`config.mk`:
```
export PLATFORM = sky130hd
export DESIGN_NAME = tbt_manchester_tx
export DESIGN_NICKNAME = d
export VERILOG_FILES = /design/src/rtl/tbt_mtx_pkg.sv /design/src/rtl/tbt_nlp_sched.sv /design/src/rtl/tbt_sqe_timer.sv /design/src/rtl/tbt_manchester_tx.sv
export SDC_FILE = /design/constraint.sdc
export NUM_CORES = 1
export LEC_CHECK = 0
export ABC_AREA = 1
export CAP_MARGIN = 20
export CORE_AREA = 4 4 74 76
export DETAILED_ROUTE_END_ITERATION = 10
export DIE_AREA = 0 0 78 80
export PLACE_DENSITY = 0.74
export SLEW_MARGIN = 25
export SYNTH_ARGS = -nofsm -noshare
export SYNTH_HDL_FRONTEND = slang
export SYNTH_SLANG_ARGS = --single-unit
export TNS_END_PERCENT = 10
```
`constraint.sdc`:
```
create_clock -name clk -period 2.1 [get_ports clk]
set_input_delay 0.42 -clock clk [delete_from_list [all_inputs] [get_ports clk]]
set_output_delay 0.42 -clock clk [all_outputs]
set_load 0.01 [all_outputs]
```
`src/rtl/tbt_mtx_pkg.sv`:
```
package tbt_mtx_pkg;
    typedef enum logic [1:0] {
        ST_IDLE = 2'd0,
        ST_DATA = 2'd1,
        ST_ETI  = 2'd2
    } mtx_state_e;

    localparam int unsigned CELLS_PER_NIB = 8;
    localparam int unsigned PH_W = $clog2(CELLS_PER_NIB);
endpackage

```
`src/rtl/tbt_nlp_sched.sv`:
```
module tbt_nlp_sched #(
    parameter int unsigned NLP_PERIOD = 320000
) (
    input  logic clk,
    input  logic rst_n,
    input  logic hold_i,
    output logic pulse_next_o
);
    localparam int unsigned CW = $clog2(NLP_PERIOD);
    localparam logic [CW-1:0] LAST   = CW'(NLP_PERIOD - 1);
    localparam logic [CW-1:0] P_FROM = CW'(NLP_PERIOD - 2);

    typedef struct packed {
        logic [CW-1:0] cnt;
    } nlp_s;

    nlp_s d, q;

    always_comb begin
        d = q;
        if (hold_i) begin
            d.cnt = '0;
        end else if (q.cnt == LAST) begin
            d.cnt = '0;
        end else begin
            d.cnt = q.cnt + 1'b1;
        end
        pulse_next_o = !hold_i && (d.cnt >= P_FROM);
    end

    always_ff @(posedge clk) begin
        if (!rst_n) q <= '0;
        else        q <= d;
    end
endmodule

```
`src/rtl/tbt_sqe_timer.sv`:
```
module tbt_sqe_timer #(
    parameter int unsigned SQE_DLY = 16,
    parameter int unsigned SQE_LEN = 20
) (
    input  logic clk,
    input  logic rst_n,
    input  logic start_i,
    input  logic cancel_i,
    output logic col_next_o
);
    localparam int unsigned TOT = SQE_DLY + SQE_LEN;
    localparam int unsigned CW  = $clog2(TOT + 1);
    localparam logic [CW-1:0] TOT_V = CW'(TOT);
    localparam logic [CW-1:0] DLY_V = CW'(SQE_DLY);

    typedef struct packed {
        logic [CW-1:0] cnt;
    } sqe_s;

    sqe_s d, q;

    always_comb begin
        d = q;
        if (cancel_i) begin
            d.cnt = '0;
        end else if (start_i) begin
            d.cnt = CW'(1);
        end else if (q.cnt == '0 || q.cnt == TOT_V) begin
            d.cnt = '0;
        end else begin
            d.cnt = q.cnt + 1'b1;
        end
        col_next_o = (d.cnt > DLY_V);
    end

    always_ff @(posedge clk) begin
        if (!rst_n) q <= '0;
        else        q <= d;
    end
endmodule

```
`src/rtl/tbt_manchester_tx.sv`:
```
module tbt_manchester_tx
    import tbt_mtx_pkg::*;
#(
    parameter int unsigned NLP_PERIOD = 320000,
    parameter int unsigned ETI_CYC    = 5,
    parameter int unsigned SQE_DLY    = 16,
    parameter int unsigned SQE_LEN    = 20
) (
    input  logic       clk,
    input  logic       rst_n,
    input  logic       tx_en_i,
    input  logic [3:0] tx_nib_i,
    input  logic       half_duplex_i,
    output logic       line_o,
    output logic       active_o,
    output logic [3:0] rx_nib_o,
    output logic       rx_dv_o,
    output logic       col_o
);
    localparam int unsigned EW = $clog2(ETI_CYC + 1);
    localparam logic [EW-1:0] ETI_LAST = EW'(ETI_CYC - 1);
    localparam logic [PH_W-1:0] PH_LAST = PH_W'(CELLS_PER_NIB - 1);

    typedef struct packed {
        mtx_state_e      st;
        logic [PH_W-1:0] ph;
        logic [3:0]      sh;
        logic [EW-1:0]   eti;
        logic            line;
        logic            act;
        logic [3:0]      rxnib;
        logic            rxdv;
        logic            col;
    } tx_s;

    tx_s d, q;

    logic load_w;
    logic end_w;
    logic nlp_next_w;
    logic col_next_w;
    logic hold_w;

    mtx_state_e      st_q_w;
    logic [PH_W-1:0] ph_q_w;
    assign st_q_w = q.st;
    assign ph_q_w = q.ph;

    tbt_nlp_sched #(.NLP_PERIOD(NLP_PERIOD)) u_nlp (
        .clk         (clk),
        .rst_n       (rst_n),
        .hold_i      (hold_w),
        .pulse_next_o(nlp_next_w)
    );

    tbt_sqe_timer #(.SQE_DLY(SQE_DLY), .SQE_LEN(SQE_LEN)) u_sqe (
        .clk       (clk),
        .rst_n     (rst_n),
        .start_i   (end_w),
        .cancel_i  (load_w),
        .col_next_o(col_next_w)
    );

    // Frame control: load at idle or at a boundary, end at a boundary.
    always_comb begin
        load_w = 1'b0;
        end_w  = 1'b0;
        unique case (q.st)
            ST_IDLE: load_w = tx_en_i;
            ST_DATA: begin
                if (q.ph == PH_LAST) begin
                    load_w = tx_en_i;
                    end_w  = !tx_en_i && half_duplex_i;
                end
            end
            default: ;
        endcase
    end

    always_comb begin
        d = q;
        unique case (q.st)
            ST_IDLE: ;
            ST_DATA: begin
                if (q.ph == PH_LAST) begin
                    if (!tx_en_i) begin
                        d.st    = ST_ETI;
                        d.eti   = '0;
                        d.rxdv  = 1'b0;
                        d.rxnib = '0;
                    end
                end else begin
                    d.ph = q.ph + 1'b1;
                end
            end
            ST_ETI: begin
                if (q.eti == ETI_LAST) d.st = ST_IDLE;
                else                   d.eti = q.eti + 1'b1;
            end
            default: d.st = ST_IDLE;
        endcase

        if (load_w) begin
            d.st    = ST_DATA;
            d.ph    = '0;
            d.sh    = tx_nib_i;
            d.rxdv  = half_duplex_i;
            d.rxnib = half_duplex_i ? tx_nib_i : 4'h0;
        end

        hold_w = (d.st != ST_IDLE);
        d.act  = hold_w;

        unique case (d.st)
            ST_DATA: d.line = d.ph[0] ? d.sh[d.ph[2:1]] : ~d.sh[d.ph[2:1]];
            ST_ETI:  d.line = 1'b1;
            default: d.line = nlp_next_w;
        endcase

        d.col = col_next_w;
    end

    always_ff @(posedge clk) begin
        if (!rst_n) begin
            q    <= '0;
            q.st <= ST_IDLE;
        end else begin
            q <= d;
        end
    end

    assign line_o   = q.line;
    assign active_o = q.act;
    assign rx_nib_o = q.rxnib;
    assign rx_dv_o  = q.rxdv;
    assign col_o    = q.col;
endmodule

```
==> Word level (Yosys, flattened, before mapping) <==
Cells that the tools add are included.
{ "totals": {"latch_bits": 0, "inputBits": 8, "out_inout_bits": 8, "word_cells": 73, "ramBits": 0, "rom_bits": 0, "memories": 0, "reg_bits": 45} }
{ "classes": {"bitwise": 1, "n_mul": 0, "n_addsub": 4, "n_shift": 0, "n_lt_le_gt_ge": 3, "n_reduce_logical": 13, "n_mux": 29, "eq_ne": 12, "n_div": 0} }
{ "op_table": {"columns": ["cell", "count"], "rows": [
  ["$mux 19", 2],
  ["$mux 5", 4],
  ["$add 19x1->19 const B", 1],
  ["$eq 19x19->1 const B", 1],
  ["$ge 19x19->1 const B", 1],
  ["$mux 6", 3],
  ["$mux 3", 5],
  ["$mux 9", 1],
  ["$reduce_bool 2->1", 4],
  ["$add 3x1->3 const B", 2],
  ["$add 6x1->6 const B", 1],
  ["$eq 3x3->1 const B", 2],
  ["$eq 6x6->1 const B", 1],
  ["$gt 6x5->1 const B", 1],
  ["$logic_not 6->1", 1],
  ["$mux 2", 3],
  ["$ne 2x2->1 const B", 3],
  ["$pmux 2 s3", 1],
  ["$pmux 3 s2", 1],
  ["$mux 1", 5],
  ["$eq 2x1->1 const B", 2],
  ["$eq 2x2->1 const B", 2],
  ["$mux 4", 1],
  ["$pmux 1 s2", 2],
  ["other kinds (10)", 12]
]} }

==> Depth between registers and ports, before layout <==
{ "logic_depth": {"depth_word": 9, "ltp_mapped": 16, "ltp_nobuf": 15} }

==> Cells and area by module <==
From an unflattened synthesis, not the netlist that was laid out.
{ "unflattened": {"hier_cells": 404, "area_unflattened_um2": 2692.6} }
{ "by_module_without_submodules": {"columns": ["module", "cells_each", "seq_area_each_um2", "n_inst", "area_each_um2"], "rows": [
  ["tbt_nlp_sched", 208, 380.4, 1, 1263.7],
  ["tbt_manchester_tx", 136, 400.4, 1, 1051.0],
  ["tbt_sqe_timer", 60, 120.1, 1, 377.9]
]} }

==> Worst setup path before layout <==
Ideal clock, no wire load.
{ "synth_timing": {"path_type": "register -> register", "from": "register q, in the netlist ph_q_w[0]", "to": "register q, in the netlist line_o", "t_arrival_ns": 2.037, "path_stages_with_launch": 15, "path_slack_ns": -0.003, "period_less_slack_ns": 2.103, "setup_ns": 0.066, "required_ns": 2.034, "path_buffers": 1, "cell_sequence": "dfxtp_1 -> ha_1 -> nand2_1 -> nor3_1 -> nor2_1 -> ha_1 -> buf_2 -> inv_1 -> nor2_1 -> nand3_1 -> nor2_1 -> nand2_1 -> nand2_1 -> nand2_1 -> a21oi_2"} }
{ "synth_via": {"elab_chain_len": 9, "elab_cells_between_ends": 21, "cone_classes": "1 x add/sub; 1 x order compare; 3 x eq/ne; 12 x mux; 1 x bitwise; 3 x reduce/logical"} }
{ "synth_rtl": {"columns": ["element", "line", "text"], "rows": [
  ["start: declaration", "tbt_manchester_tx.sv:36", "tx_s d, q;"],
  ["$eq 3x3->1 or $add 3x1->3 (tied branches)", "tbt_manchester_tx.sv:71, tbt_manchester_tx.sv:85, tbt_manchester_tx.sv:93", null],
  ["$mux 2 (tied with other cells)", "tbt_manchester_tx.sv:85", "if (q.ph == PH_LAST) begin"],
  ["$pmux 2 s3 (tied with other cells)", "tbt_manchester_tx.sv:82", "unique case (q.st)"],
  ["$mux 9 (*)", "tbt_manchester_tx.sv:103", "if (load_w) begin"],
  ["$reduce_bool 2->1 or $bmux 1 s2 (tied branches)", "tbt_manchester_tx.sv:111, tbt_manchester_tx.sv:115", null],
  ["$mux 19 or $mux 1 (tied branches)", "tbt_nlp_sched.sv:21, tbt_manchester_tx.sv:115", null],
  ["$ge 19x19->1 or $not 1->1 (tied branches)", "tbt_nlp_sched.sv:28, tbt_manchester_tx.sv:115", null],
  ["$logic_and 1x1->1 or $mux 1 (tied branches)", "tbt_nlp_sched.sv:28, tbt_manchester_tx.sv:115", null],
  ["$pmux 1 s2 (*)", "tbt_manchester_tx.sv:114", "unique case (d.st)"]
]} }
Mark *: on every way between the ends. The rest lies on a longest branch, timed or not. The select of a mux whose other input is x is not followed.
A chain may end at the register's enable or synchronous reset.

==> Worst setup path in the final report <==
{ "layout_timing": {"from": "input port tx_en_i", "to": "register q, in the netlist line_o"} }
{ "layout_via": {"elab_chain_len": 9, "elab_cells_between_ends": 18, "cone_classes": "1 x order compare; 2 x eq/ne; 11 x mux; 1 x bitwise; 3 x reduce/logical"} }
{ "layout_rtl": {"columns": ["element", "line", "text"], "rows": [
  ["start: declaration", "tbt_manchester_tx.sv:11", "input logic tx_en_i,"],
  ["$mux 2", "tbt_manchester_tx.sv:86", "if (!tx_en_i) begin"],
  ["$mux 2", "tbt_manchester_tx.sv:85", null],
  ["$pmux 2 s3", "tbt_manchester_tx.sv:82", null],
  ["$mux 9 (*)", "tbt_manchester_tx.sv:103", null],
  ["$reduce_bool 2->1", "tbt_manchester_tx.sv:111", "hold_w = (d.st != ST_IDLE);"],
  ["$mux 19", "tbt_nlp_sched.sv:21", "if (hold_i) begin"],
  ["$ge 19x19->1", "tbt_nlp_sched.sv:28", "pulse_next_o = !hold_i && (d.cnt >= P_FROM);"],
  ["$logic_and 1x1->1", "tbt_nlp_sched.sv:28", null],
  ["$pmux 1 s2 (*)", "tbt_manchester_tx.sv:114", null]
]} }
Marked as above.

==> results.json <==
{
  "instances_no_fill": 492,
  "cts_hold_repair.buffers": 0,
  "worst-setup-path-type": "primary input to flop",
  "pwr-share-clk": 0.351,
  "cellInternalPower_mw": 1.213,
  "hp-class": "flop to flop",
  "wl_met2_mm": 2.730,
  "drt-total-wl_mm": 5.707,
  "clk_pin_slew_ns": 0.08,
  "fin_crit_ns": 1.981,
  "power_density_mw_per_mm2": 536.8,
  "die_h_um": 80,
  "final_cell_mix": "95 x nand2_1, 64 x nor2_1, 51 x inv_1",
  "clock_sinks": 45,
  "synth_nets": 398,
  "first_iter_violations": 95,
  "wl_per_cell_um": 11.60,
  "combPwrFrac": 0.114,
  "cts_tree": "yes",
  "port_buffers": 15,
  "dp_cells": 480,
  "grt-ovfl-total": 0,
  "cts-root-to-sink-buffers": 2,
  "cp-start-kind": "primary input",
  "start_util": 0.5266,
  "synth_top_area_frac": 0.3622,
  "worstSetupEndpointType": "flop",
  "rrSetupSlack_ns": 0.17,
  "crit_fanout": 5,
  "dp_slack_ns": -0.2443,
  "avgSynthCellArea_um2": 6.529,
  "p_switching_mw": 0.4390,
  "areaGrowthSynthToFinish_pct": 23.69,
  "core-area_mm2": 0.004723,
  "cts_buffers": 5,
  "diodes": 0,
  "grt_pass1_vias": 2204,
  "drtPass1Iterations": 4,
  "skew_ns": 0.01378,
  "antenna_found_initial": 0,
  "drv_slew": 0,
  "die_x_um": 78,
  "ys_seq_area_frac": 0.3622,
  "slew_headroom": 0.7647,
  "via_per_inst": 4.941,
  "gp_congestion": 0.9070,
  "sequentialPowerShare": 0.534,
  "grt_max_degree": 24,
  "final_layout_size_suffix_gt1_frac": 0.1576,
  "drcViolationCount": 0,
  "routed-wl-met3_um": 221,
  "ys_types": 31,
  "swShare": 0.2658,
  "synth.area.top_cells": "dfxtp_1 36%, nand2_1 15%, nor2_1 10%",
  "grt_first_pass_wirelength_mm": 9.535,
  "hold_viol": 0,
  "wl_met1_mm": 2.709,
  "syn_area_mm2": 0.002487,
  "final_common_cell": "nand2_1",
  "antenna_left": 0,
  "synth_largest_area_cell": "dfxtp_1",
  "dp_hpwl_mm": 4.255,
  "syn_inst": 381,
  "tightestPinTransition_ns": 0.3517,
  "status": "finished clean",
  "p_leak_nw": 1.315,
  "ios": 16,
  "whs_ns": 0.4642,
  "fin_crit_sh": 0.9432,
  "h-tree-depth": 2,
  "ir_worst_vdd_mv": 0.3769,
  "die_area_mm2": 0.006240,
  "fin_nets": 441,
  "cp.required_ns": 2.34,
  "ys_ff_latch": 45,
  "clk-insertion-delay-late_ns": 0.31,
  "root_buffer": "clkbuf_8",
  "maxCapViolations": 0,
  "rows": 25,
  "setup_viol": 0,
  "grt.total_usage": 0.1904,
  "top_layer": "met4",
  "fmax_ghz": 0.5049,
  "arrival_ns": 2.22,
  "dr_total_vias": 2431,
  "setup_ws_ns": 0.1193,
  "ys_warn_count": 0
}
-- path summary, 6_finish.rpt --
check,endpoint,from,depth (start not counted)
min,rx_nib_o[2],rx_nib_o[2],2
max,line_o,tx_en_i,14
max reg2reg,line_o,ph_q_w[0],14
min reg2reg,rx_nib_o[2],rx_nib_o[2],2
-- logic make-up after synthesis --
| logic type | Yosys count | synth area share |
|---|---|---|
| and+or+nand+nor | 238 | 0.4200 |
| buffers and inverters | 62 | 0.1051 |
| AOI/OAI and AO/OA | 23 | 0.05333 |
| xor gates and xnor gates | 4 | 0.01409 |
| adders and majority gates | 9 | 0.04527 |
| DFF | 45 | 0.3622 |
-- cells in the mapped netlist --
master,number
o21ai_0,6
nor3_1,5
o2111ai_1,1
nand2_2,3
and3_1,1
ha_1,9
a21oi_2,1
nor2_4,1
a31oi_1,2
inv_1,51
nand3_1,37
xor2_1,3
buf_4,5
a21oi_1,10
nand3b_1,3
o21bai_1,1
clkinv_1,1
buf_2,2
nor4_1,1
a21o_1,1
clkbuf_1,2
nor2_1,69
or2_2,2
nand2_1,97
nor3_2,4
buf_6,1
nand4_1,12
dfxtp_1,45
xnor2_1,1
a211oi_1,1
nor2_2,3
-- per-layer routing --
layer	track usage	vias to the layer above
met5	0	-
met4	0.05245	0
met3	0.04063	6
met2	0.3425	46
met1	0.2285	1090
li1	-	1289
-- repair_timing --
| item | in CTS | in global routing |
|---|---|---|
| pin swaps | 0 | 2 |
| buffers inserted | 0 | 3 |
| endpoints found under the setup margin | 1 | 3 |
| gates resized for setup | 2 | 18 |
| gates cloned | 0 | 1 |
| endpoints found under the hold margin | 0 | 0 |
-- power groups by stage --
stage,sequential [mW],combinational [mW],clock [mW]
floorplan,0.901,0.0962,0
global placement,0.900,0.166,0
detailed placement,0.901,0.169,0
CTS,0.881,0.171,0.600
global route,0.886,0.208,0.640
finish,0.883,0.189,0.580
-- state kept, by name, indices dropped and copies added, names as in the netlist --
signal    cells
st_q_w        2
u_sqe.q       6
rx_nib_o      4
rx_dv_o       1
active_o      1
u_nlp.q      19
line_o        1
col_o         1
ph_q_w        3
q             7
-- layout make-up --
type	count	area, um2
multi-input combinational	275	1409
sequential	45	903.4
inverter	52	195.2
clock buffer	5	68.82
tap	67	83.83
fill	412	1647
timing repair buffer	45	387.9
clock inverter	3	28.78
-- stage by stage --
step / cell area, um2 / power [mW] / setup TNS [ns] / utilization
2_1_floorplan: 2490 / 0.9974 / 0 / -
3_3_place_gp: 2873 / 1.067 / -0.1738 / 0.6082
3_5_place_dp: 2873 / 1.070 / -0.4518 / 0.6082
4_1_cts: 2975 / 1.653 / 0 / 0.6299
5_1_grt: 3077 / 1.734 / -0.02159 / 0.6514
6_report: 3077 / 1.652 / 0 / 0.6514
-- critical path: stages --
cell	delay (ns)
clkdlybuf4s50_1	0.50
inv_1	0.06
nor2_2	0.16
buf_4	0.18
nand2_2	0.08
o21ai_0	0.24
nand2_1	0.08
nand3_1	0.09
nand2_1	0.06
nand2_1	0.05
nand3_1	0.06
nand2_1	0.06
nand2_1	0.05
a21oi_2	0.12
Power figures use the tool's default switching activity.
